$ cat src/rtl/iou_pkg.sv
package iou_pkg;
    localparam int NCH        = 2;
    localparam int NGRP       = 5;
    localparam int NSRC       = NCH * NGRP;
    localparam int GRP_STRIDE = 8;
    localparam int CODE_W     = 8;

    localparam int A_STATUS = 0;
    localparam int A_ENABLE = 1;
    localparam int A_OFFSET = 2;
    localparam int A_ACTIVE = 3;
    localparam int A_PRE0   = 4;

    // flag index -> sparse offset code
    function automatic logic [CODE_W-1:0] src_code(input int idx);
        return CODE_W'((idx / NCH) * GRP_STRIDE + (idx % NCH) + 1);
    endfunction
endpackage

$ cat src/rtl/iou_prio_enc.sv
module iou_prio_enc
    import iou_pkg::*;
#(
    parameter int N = NSRC
) (
    input  logic [N-1:0]      pend,
    output logic [N-1:0]      grant,
    output logic [CODE_W-1:0] code
);
    always_comb begin
        grant = '0;
        code  = '0;
        // walk downward so the lowest index is the last to win
        for (int i = N - 1; i >= 0; i--) begin
            if (pend[i]) begin
                grant    = '0;
                grant[i] = 1'b1;
                code     = src_code(i);
            end
        end
    end
endmodule

$ cat src/rtl/iou_timeout.sv
module iou_timeout #(
    parameter int CNT_W = 16
) (
    input  logic             clk,
    input  logic             rst_n,
    input  logic             evt,
    input  logic             active,
    input  logic             suspend,
    input  logic [CNT_W-1:0] preload,
    output logic             hit
);
    logic [CNT_W-1:0] cnt_d, cnt_q;

    always_comb begin
        cnt_d = cnt_q;
        hit   = 1'b0;
        if (evt) begin
            cnt_d = preload;
        end else if (active && !suspend && cnt_q != '0) begin
            cnt_d = cnt_q - 1'b1;
            hit   = (cnt_q == CNT_W'(1));
        end
    end

    always_ff @(posedge clk or negedge rst_n) begin
        if (!rst_n) cnt_q <= '0;
        else        cnt_q <= cnt_d;
    end

    // suspend freezes the counter
    a_r8_freeze: assert property (@(posedge clk) disable iff (!rst_n)
        (suspend && !evt) |=> $stable(cnt_q));

    // an expired counter stays expired until the next data event
    a_r7_stay_zero: assert property (@(posedge clk) disable iff (!rst_n)
        (cnt_q == '0 && !evt) |=> (cnt_q == '0));
endmodule

$ cat src/rtl/irq_offset_unit.sv
module irq_offset_unit
    import iou_pkg::*;
#(
    parameter int ADDR_W = 4,
    parameter int DATA_W = 32,
    parameter int CNT_W  = 16
) (
    input  logic              clk,
    input  logic              rst_n,
    input  logic              reg_wr,
    input  logic              reg_rd,
    input  logic [ADDR_W-1:0] reg_addr,
    input  logic [DATA_W-1:0] reg_wdata,
    output logic [DATA_W-1:0] reg_rdata,
    input  logic [NCH-1:0]    set_fail,
    input  logic [NCH-1:0]    set_done,
    input  logic [NCH-1:0]    set_ovr,
    input  logic [NCH-1:0]    set_udr,
    input  logic [NCH-1:0]    data_evt,
    input  logic              suspend,
    output logic              irq
);
    typedef struct packed {
        logic [NSRC-1:0]             status;
        logic [NSRC-1:0]             enable;
        logic [NCH-1:0]              active;
        logic [NCH-1:0][CNT_W-1:0]   preload;
        logic [DATA_W-1:0]           rdata;
    } state_t;

    state_t s_d, s_q;

    logic [NSRC-1:0]   set_vec, pend, grant, clr;
    logic [NCH-1:0]    tmo_hit;
    logic [CODE_W-1:0] code;
    logic              rd_off;

    generate
        for (genvar ch = 0; ch < NCH; ch++) begin : g_ch
            iou_timeout #(.CNT_W(CNT_W)) u_tmo (
                .clk     (clk),
                .rst_n   (rst_n),
                .evt     (data_evt[ch]),
                .active  (s_q.active[ch]),
                .suspend (suspend),
                .preload (s_q.preload[ch]),
                .hit     (tmo_hit[ch])
            );
            assign set_vec[0*NCH+ch] = set_fail[ch];
            assign set_vec[1*NCH+ch] = set_done[ch];
            assign set_vec[2*NCH+ch] = set_ovr[ch];
            assign set_vec[3*NCH+ch] = set_udr[ch];
            assign set_vec[4*NCH+ch] = tmo_hit[ch];
        end
        if (DATA_W > CNT_W) begin : g_spare
            logic spare_bits;
            assign spare_bits = ^reg_wdata[DATA_W-1:CNT_W];
        end
    endgenerate

    assign pend = s_q.status & s_q.enable;

    iou_prio_enc #(.N(NSRC)) u_prio (
        .pend  (pend),
        .grant (grant),
        .code  (code)
    );

    assign irq       = |pend;
    assign reg_rdata = s_q.rdata;
    assign rd_off    = reg_rd && (reg_addr == ADDR_W'(A_OFFSET));

    always_comb begin
        s_d = s_q;
        clr = '0;

        if (reg_wr && reg_addr == ADDR_W'(A_STATUS)) clr = clr | reg_wdata[NSRC-1:0];
        if (rd_off && !suspend)                      clr = clr | grant;
        // set pulses take precedence over any clear
        s_d.status = (s_q.status & ~clr) | set_vec;

        if (reg_wr) begin
            if (reg_addr == ADDR_W'(A_ENABLE)) s_d.enable = reg_wdata[NSRC-1:0];
            if (reg_addr == ADDR_W'(A_ACTIVE)) s_d.active = reg_wdata[NCH-1:0];
            for (int ch = 0; ch < NCH; ch++) begin
                if (reg_addr == ADDR_W'(A_PRE0 + ch)) s_d.preload[ch] = reg_wdata[CNT_W-1:0];
            end
        end

        if (reg_rd) begin
            s_d.rdata = '0;
            if (reg_addr == ADDR_W'(A_STATUS)) s_d.rdata = DATA_W'(s_q.status);
            if (reg_addr == ADDR_W'(A_ENABLE)) s_d.rdata = DATA_W'(s_q.enable);
            if (reg_addr == ADDR_W'(A_OFFSET)) s_d.rdata = DATA_W'(code);
            if (reg_addr == ADDR_W'(A_ACTIVE)) s_d.rdata = DATA_W'(s_q.active);
            for (int ch = 0; ch < NCH; ch++) begin
                if (reg_addr == ADDR_W'(A_PRE0 + ch)) s_d.rdata = DATA_W'(s_q.preload[ch]);
            end
        end
    end

    always_ff @(posedge clk or negedge rst_n) begin
        if (!rst_n) s_q <= '0;
        else        s_q <= s_d;
    end

    // the request and a nonzero offset code go together
    a_r1_irq_code: assert property (@(posedge clk) disable iff (!rst_n)
        irq == (code != '0));

    // offset read returns the code present when it was accepted
    a_r4_rd_latency: assert property (@(posedge clk) disable iff (!rst_n)
        rd_off |=> (reg_rdata == DATA_W'($past(code))));

    // a suspended read never drops a flag
    a_r5_suspend_keep: assert property (@(posedge clk) disable iff (!rst_n)
        (reg_rd && suspend && !(reg_wr && reg_addr == ADDR_W'(A_STATUS)))
        |=> ((s_q.status & $past(s_q.status)) == $past(s_q.status)));

    // a set pulse always lands, whatever clears arrive
    a_r6_set_wins: assert property (@(posedge clk) disable iff (!rst_n)
        (set_vec != '0) |=> ((s_q.status & $past(set_vec)) == $past(set_vec)));
endmodule

$ cat config.mk
export PLATFORM = sky130hd
export DESIGN_NAME = irq_offset_unit
export DESIGN_NICKNAME = d
export VERILOG_FILES = /design/src/rtl/iou_pkg.sv /design/src/rtl/iou_prio_enc.sv /design/src/rtl/iou_timeout.sv /design/src/rtl/irq_offset_unit.sv
export SDC_FILE = /design/constraint.sdc
export NUM_CORES = 1
export LEC_CHECK = 0
export ABC_CLOCK_PERIOD_IN_PS = 6350
export BUFFER_PORTS_ARGS = -buffer_cell sky130_fd_sc_hd__buf_4
export CORE_AREA = 2 2 121 123
export DETAILED_ROUTE_END_ITERATION = 8
export DIE_AREA = 0 0 123 125
export GPL_TIMING_DRIVEN = 0
export PLACE_DENSITY_LB_ADDON = 0.25
export SLEW_MARGIN = 30
export SYNTH_ARGS = -nofsm -noshare
export SYNTH_HDL_FRONTEND = slang
export SYNTH_SLANG_ARGS = --single-unit
$ cat constraint.sdc
create_clock -name clk -period 6.35 [get_ports clk]
set_input_delay 1.27 -clock clk [delete_from_list [all_inputs] [get_ports clk]]
set_output_delay 1.27 -clock clk [all_outputs]
set_load 0.02 [all_outputs]
# Yosys cells after proc, flatten, opt, wreduce, memory -nomap -nowiden
# Index checks and enable logic that the tools add are counted.
[classes] addsub=2 n_eq_ne=7 mux=36 bitwise=5 n_reduce_logical=18
[ops] cell="2-to-1 mux 32 bit" n=5
[ops] cell="2-to-1 mux 10 bit" n=13
[ops] cell="2-to-1 mux 16 bit" n=4
[ops] cell="2-to-1 mux 6 bit" n=10
[ops] cell="equality test 16 x 1 -> 1 bit (second input constant)" n=2
[ops] cell="nonzero test 16 bit" n=2
[ops] cell="subtractor 16 x 1 -> 16 bit (second input constant)" n=2
[ops] cell="AND 10 bit" n=2
[ops] cell="OR 10 bit" n=2
[ops] cell="inverter 10 bit" n=1
[ops] cell="OR reduction 10 bit" n=1
[ops] cell="equality test 4 x 2 -> 1 bit (second input constant)" n=2
[ops] cell="equality test 4 x 3 -> 1 bit (second input constant)" n=2
[ops] cell="AND reduction 2 bit" n=4
[ops] cell="logical AND 1 bit" n=7
[ops] cell="equality test 4 x 1 -> 1 bit (second input constant)" n=1
[ops] cell="zero test 4 bit" n=1
[ops] cell="2-to-1 mux 1 bit" n=4
[ops] cell="nonzero test 2 bit" n=2
[ops] cell="zero test 1 bit" n=1
[word_totals] reg_bits=118 inputBits=51 out_inout_bits=33 word_cells=76

# Longest topological paths before layout
[depth] ltp_word=16 ltp_mapped=7 ltp_nobuf=7

# Modules after synthesis
# Synthesis repeated with hierarchy kept, for this count alone.
[hier_totals] hier_cells=602 area_unflattened_um2=5974.5
[modules_own_cells] module="irq_offset_unit" n_inst=1 cells_per_inst=310 area_each_um2=3543.4 seq_area_each_um2=1751.7
[modules_own_cells] module="iou_timeout at g_ch[1].u_tmo" n_inst=1 cells_per_inst=134 area_each_um2=1119.8 seq_area_each_um2=400.4
[modules_own_cells] module="iou_timeout at g_ch[0].u_tmo" n_inst=1 cells_per_inst=124 area_each_um2=1082.3 seq_area_each_um2=400.4
[modules_own_cells] module="iou_prio_enc" n_inst=1 cells_per_inst=34 area_each_um2=229.0 seq_area_each_um2=0.0

# Least setup slack after synthesis
# Ideal clock, no wire load.
[synth_path] path_type="input port to flip-flop" startpoint="input reg_addr[0]" endpoint="register s_q[66] (netlist bit)" setup_ns=0.125 arrival_time_ns=2.641 required_ns=6.225 slack_ns=3.584 path_stages=5 path_buffers=2 path_cell_list="buf_2 buf_2 nand3_1 nor2_1 mux2_2"
[synth_between] elab_chain_cells=2
[synth_lines] item="from (decl)" line="irq_offset_unit.sv:12" rtl="input logic [ADDR_W-1:0] reg_addr,"
[synth_lines] item="equality test 4 x 1 -> 1 bit" line="irq_offset_unit.sv:83" rtl="if (reg_addr == ADDR_W'(A_ENABLE)) s_d.enable = reg_wdata[NSRC-1:0];"
[synth_lines] item="AND reduction 2 bit (no source line)"
[synth_lines] item="to (signal assigned)" line="irq_offset_unit.sv:103" rtl="if (!rst_n) s_q <= '0;"
[synth_lines] item="to (signal assigned)" line="irq_offset_unit.sv:104" rtl="else s_q <= s_d;"
[synth_lines] item="to (decl)" line="irq_offset_unit.sv:31" rtl="state_t s_d, s_q;"
# No other way between the ends.
# A chain may end at the register's enable or synchronous reset.

# Worst setup path in the final report
[layout_path] startpoint="register s_q[73] (netlist bit)" endpoint="output irq"
[layout_between] elab_chain_cells=2
[layout_lines] item="AND 10 bit" line="irq_offset_unit.sv:61" rtl="assign pend = s_q.status & s_q.enable;"
[layout_lines] item="OR reduction 10 bit" line="irq_offset_unit.sv:69" rtl="assign irq = |pend;"
[layout_lines] item="to (decl)" line="irq_offset_unit.sv:21" rtl="output logic irq"
# No other way between the ends.

==> run_results.csv <==
group,metric,value,unit
run_status,outcome,"finished, final reports clean",
worst_setup_path,slowest_stage,"dfrtp_1",
sta,hold_violations,0,
clocking,clock_latency,0.35,ns
sta,finalCriticalPeriod,3.09,ns
yosys,synth.largest_area_cell,"dfrtp_1",
global_routing,grt_usage,0.194,
yosys,yosysUniqueCellTypes,57,
worst_setup_path,cp-end-kind,"primary output",
final_layout,area_growth,17.9,%
clocking,post_cts_buffers,0,
global_routing,grt_overflow_total,0,
worst_setup_path,cpPeakStageDelay,0.43,ns
yosys,synth_cells,542,
worst_setup_path,path_class,"reg2out",
global_routing,grt_max_degree,103,
clocking,cts_resized,0,
yosys,yosysMostFrequentCell,"dfrtp_1",
routing,wl_met1,6570,um
sta,slew_headroom,0.429,
yosys,synth_xor_area_frac,0.0396,
die,num_rows,44,
clocking,cts_tree,"done",
final_layout,drive_above_1_share,0.279,
sta,setup_viol_count_final,0,
yosys,synth-seq-cells,102,
yosys,netlist_area,5530,um2
yosys,async_flop_share,1.00,
yosys,synth_edf_count,0,
yosys,yosys.area_share.adder,0.00905,
final_layout,num_antenna_cells,0,
power,p_leak,2.78,nW
clocking,clock-sinks,102,
routing,dr_wl_met3,666,um
sta,worstMarginPinSlew,0.857,ns
worst_setup_path,arrival,1.82,ns
worst_setup_path,cp.required,5.08,ns
die,core,14200,um2
yosys,synth_area_leaders,"dfrtp_1 (46%), mux2_2 (11%), buf_4 (4.3%), o21ai_0 (4.2%), nand2_1 (4.1%)",
die,initial_utilization,0.389,
final_layout,final_area,6520,um2
clocking,clk_pin_slew,0.07,ns
yosys,syn_avg_cell_area,10.2,um2
global_routing,grt_pass1_vias,4279,
sta,skew,0.00813,ns
routing,drt-total-wl,14200,um
yosys,yosysTopAreaCellShare,0.462,
clocking,hold_buffers,0,
global_routing,grt_first_pass_wirelength,22800,um
die,pin_count,84,
yosys,synth_ff_type,"dfrtp_1",
sta,fmax,323,MHz
clocking,cts_buffers,9,
sta,finalSetupTns,0,ns
placed_design,placed_cell_area,6180,um2
routing,postRouteAntennaNets,0,
yosys,synth_compound_area_frac,0.105,
routing,via_per_inst,5.33,
worst_setup_path,crit_path_start_kind,"flip-flop",
yosys,yosys_warnings,0,
routing,met2WireLength,6680,um
yosys,synth_top_family_by_area,"simple AND/OR/NAND/NOR gates",
sta,rsz0062_at_grt,"no",
worst_setup_path,cp_max_fo,5,
sta,final.period_utilization,0.487,
worst_setup_path,path_cells,"a22oi_1 -> nor2b_1 -> nand3_1 -> buf_4",
placed_design,dp_hpwl,10500,um
routing,routedWlPerCell,17.6,um
placed_design,place.port_buffers,48,
global_routing,antenna_found_initial,0,
power,powerDensity,305,nW/um2
power,max-vdd-ir-drop,0.157,mV
routing,drt_iter0_drc,329,
yosys,synth-simple-area-share,0.173,
final_layout,seq_area,2550,um2
die,dieWidth,123,um
worst_hold_path,min_path_type,"reg2reg",
routing,drt-pass1-iter-count,4,
routing,top_layer,"met4",
routing,vias,4291,
placed_design,gp_routability_congestion,0.952,
clocking,cts_buffer_depth,2,
final_layout,fin_nets,671,
final_layout,multi_input_comb_area,2650,um2
die,die_area,15400,um2
clocking,htreeDepth,3,
sta,drv_slew,0,
yosys,synth-seq-area-share,0.462,
clocking,root_buffer,"clkbuf_16",
die,dieHeight,125,um
yosys,synth_commonest_cells,"dfrtp_1 (102), nand2_1 (60), mux2_2 (55)",
yosys,muxShareOfSynthArea,0.141,
final_layout,nFillCells,1350,
run,drv_cap,0,
routing,drc,0,
layout by cell type (no fill, tap or decap), types with 3 or more instances in the layout:
master       n
nor2b_1      5
or3_1        5
a21oi_1      6
and2_1       3
a31o_2       6
a22oi_1      4
nand4_1      9
nand3_1     26
o21ai_1      5
mux2i_1      5
buf_4       79
inv_1       19
conb_1      16
clkbuf_16    9
o22ai_1      4
o21ai_0     46
nor3_1      13
mux4_2       5
a32oi_1      3
xor2_1       8
clkbuf_1    17
mux2_2      55
nor2_1      21
nor4_1      14
and3_1       5
o211a_1      3
o211ai_1     3
dfrtp_1    102
clkbuf_8     4
ha_1         4
nand2_1     60
xnor2_1     17
where the power goes:
| group | internal, W | leakage (nW) | switching (W) | total (W) |
|---|---|---|---|---|
| combinational | 0.000227 | 1.36 | 0.000235 | 0.000462 |
| sequential | 0.000773 | 1.25 | 0.000136 | 0.000909 |
| clock | 0.000377 | 0.166 | 0.000242 | 0.000619 |
| total | 0.00138 | 2.78 | 0.000613 | 0.00199 |
state kept, by name, indices dropped and copies added, names as in the netlist:
register / cells
g_ch.u_tmo.cnt_q: 32
s_q: 54
reg_rdata: 16
final timing paths:
kind                            slack, ns  depth (start not counted)                      to                   start
worst max-delay path                 3.26                          4                     irq                 s_q[73]
worst min-delay path                 0.51                          2  g_ch[1].u_tmo.cnt_q[6]                 s_q[54]
worst max register to register       3.98                          7  g_ch[1].u_tmo.cnt_q[4]  g_ch[1].u_tmo.cnt_q[1]
worst min register to register       0.51                          2  g_ch[1].u_tmo.cnt_q[6]                 s_q[54]
max in group asynchronous            4.75                          1                 s_q[61]                   rst_n
min in group asynchronous            0.95                          1                 s_q[64]                   rst_n
per-layer routing:
layer | vias up | track usage
li1 | 2050 | -
met1 | 2109 | 0.277
met2 | 113 | 0.299
met3 | 19 | 0.0338
met4 | 0 | 0.0655
met5 | - | 0
area by class of cell:
class,count,area share
Tap cell,184,0.0353
Inverter,19,0.0109
Sequential cell,102,0.391
Timing Repair Buffer,48,0.0562
Buffer,51,0.0482
Multi-Input combinational cell,385,0.407
Clock buffer,13,0.0414
Clock inverter,3,0.00998
cells by family after synthesis:
logic type / after synthesis
AO/OA/AOI/OAI: 93
XOR/XNOR: 25
adder cells (fa/ha/maj): 4
buffers and inverters: 70
flip-flops: 102
multiplexers: 65
other: 1
AND/OR/NAND/NOR: 182
through the flow:
stage | hold WS, ns | power, W | setup WS, ns | std cells | utilization
after CTS | 0.517 | 0.00200 | 3.30 | 805 | 0.459
after global routing | 0.533 | 0.00210 | 3.15 | 805 | 0.459
final | 0.515 | 0.00199 | 3.26 | 805 | 0.459
after global placement | 0.492 | 0.00136 | 3.01 | 789 | 0.435
after detailed placement | 0.498 | 0.00138 | 3.18 | 789 | 0.435
after floorplan | 0.460 | 0.00121 | 3.58 | 557 | -
critical path: cells and delay by family (launching register included):
family | cells | cell delay (ns)
and+or+nand+nor | 2 | 0.58
DFF | 1 | 0.43
AOI/OAI and AO/OA | 1 | 0.25
buffers and inverters | 1 | 0.21
Power figures use the tool's default switching activity.
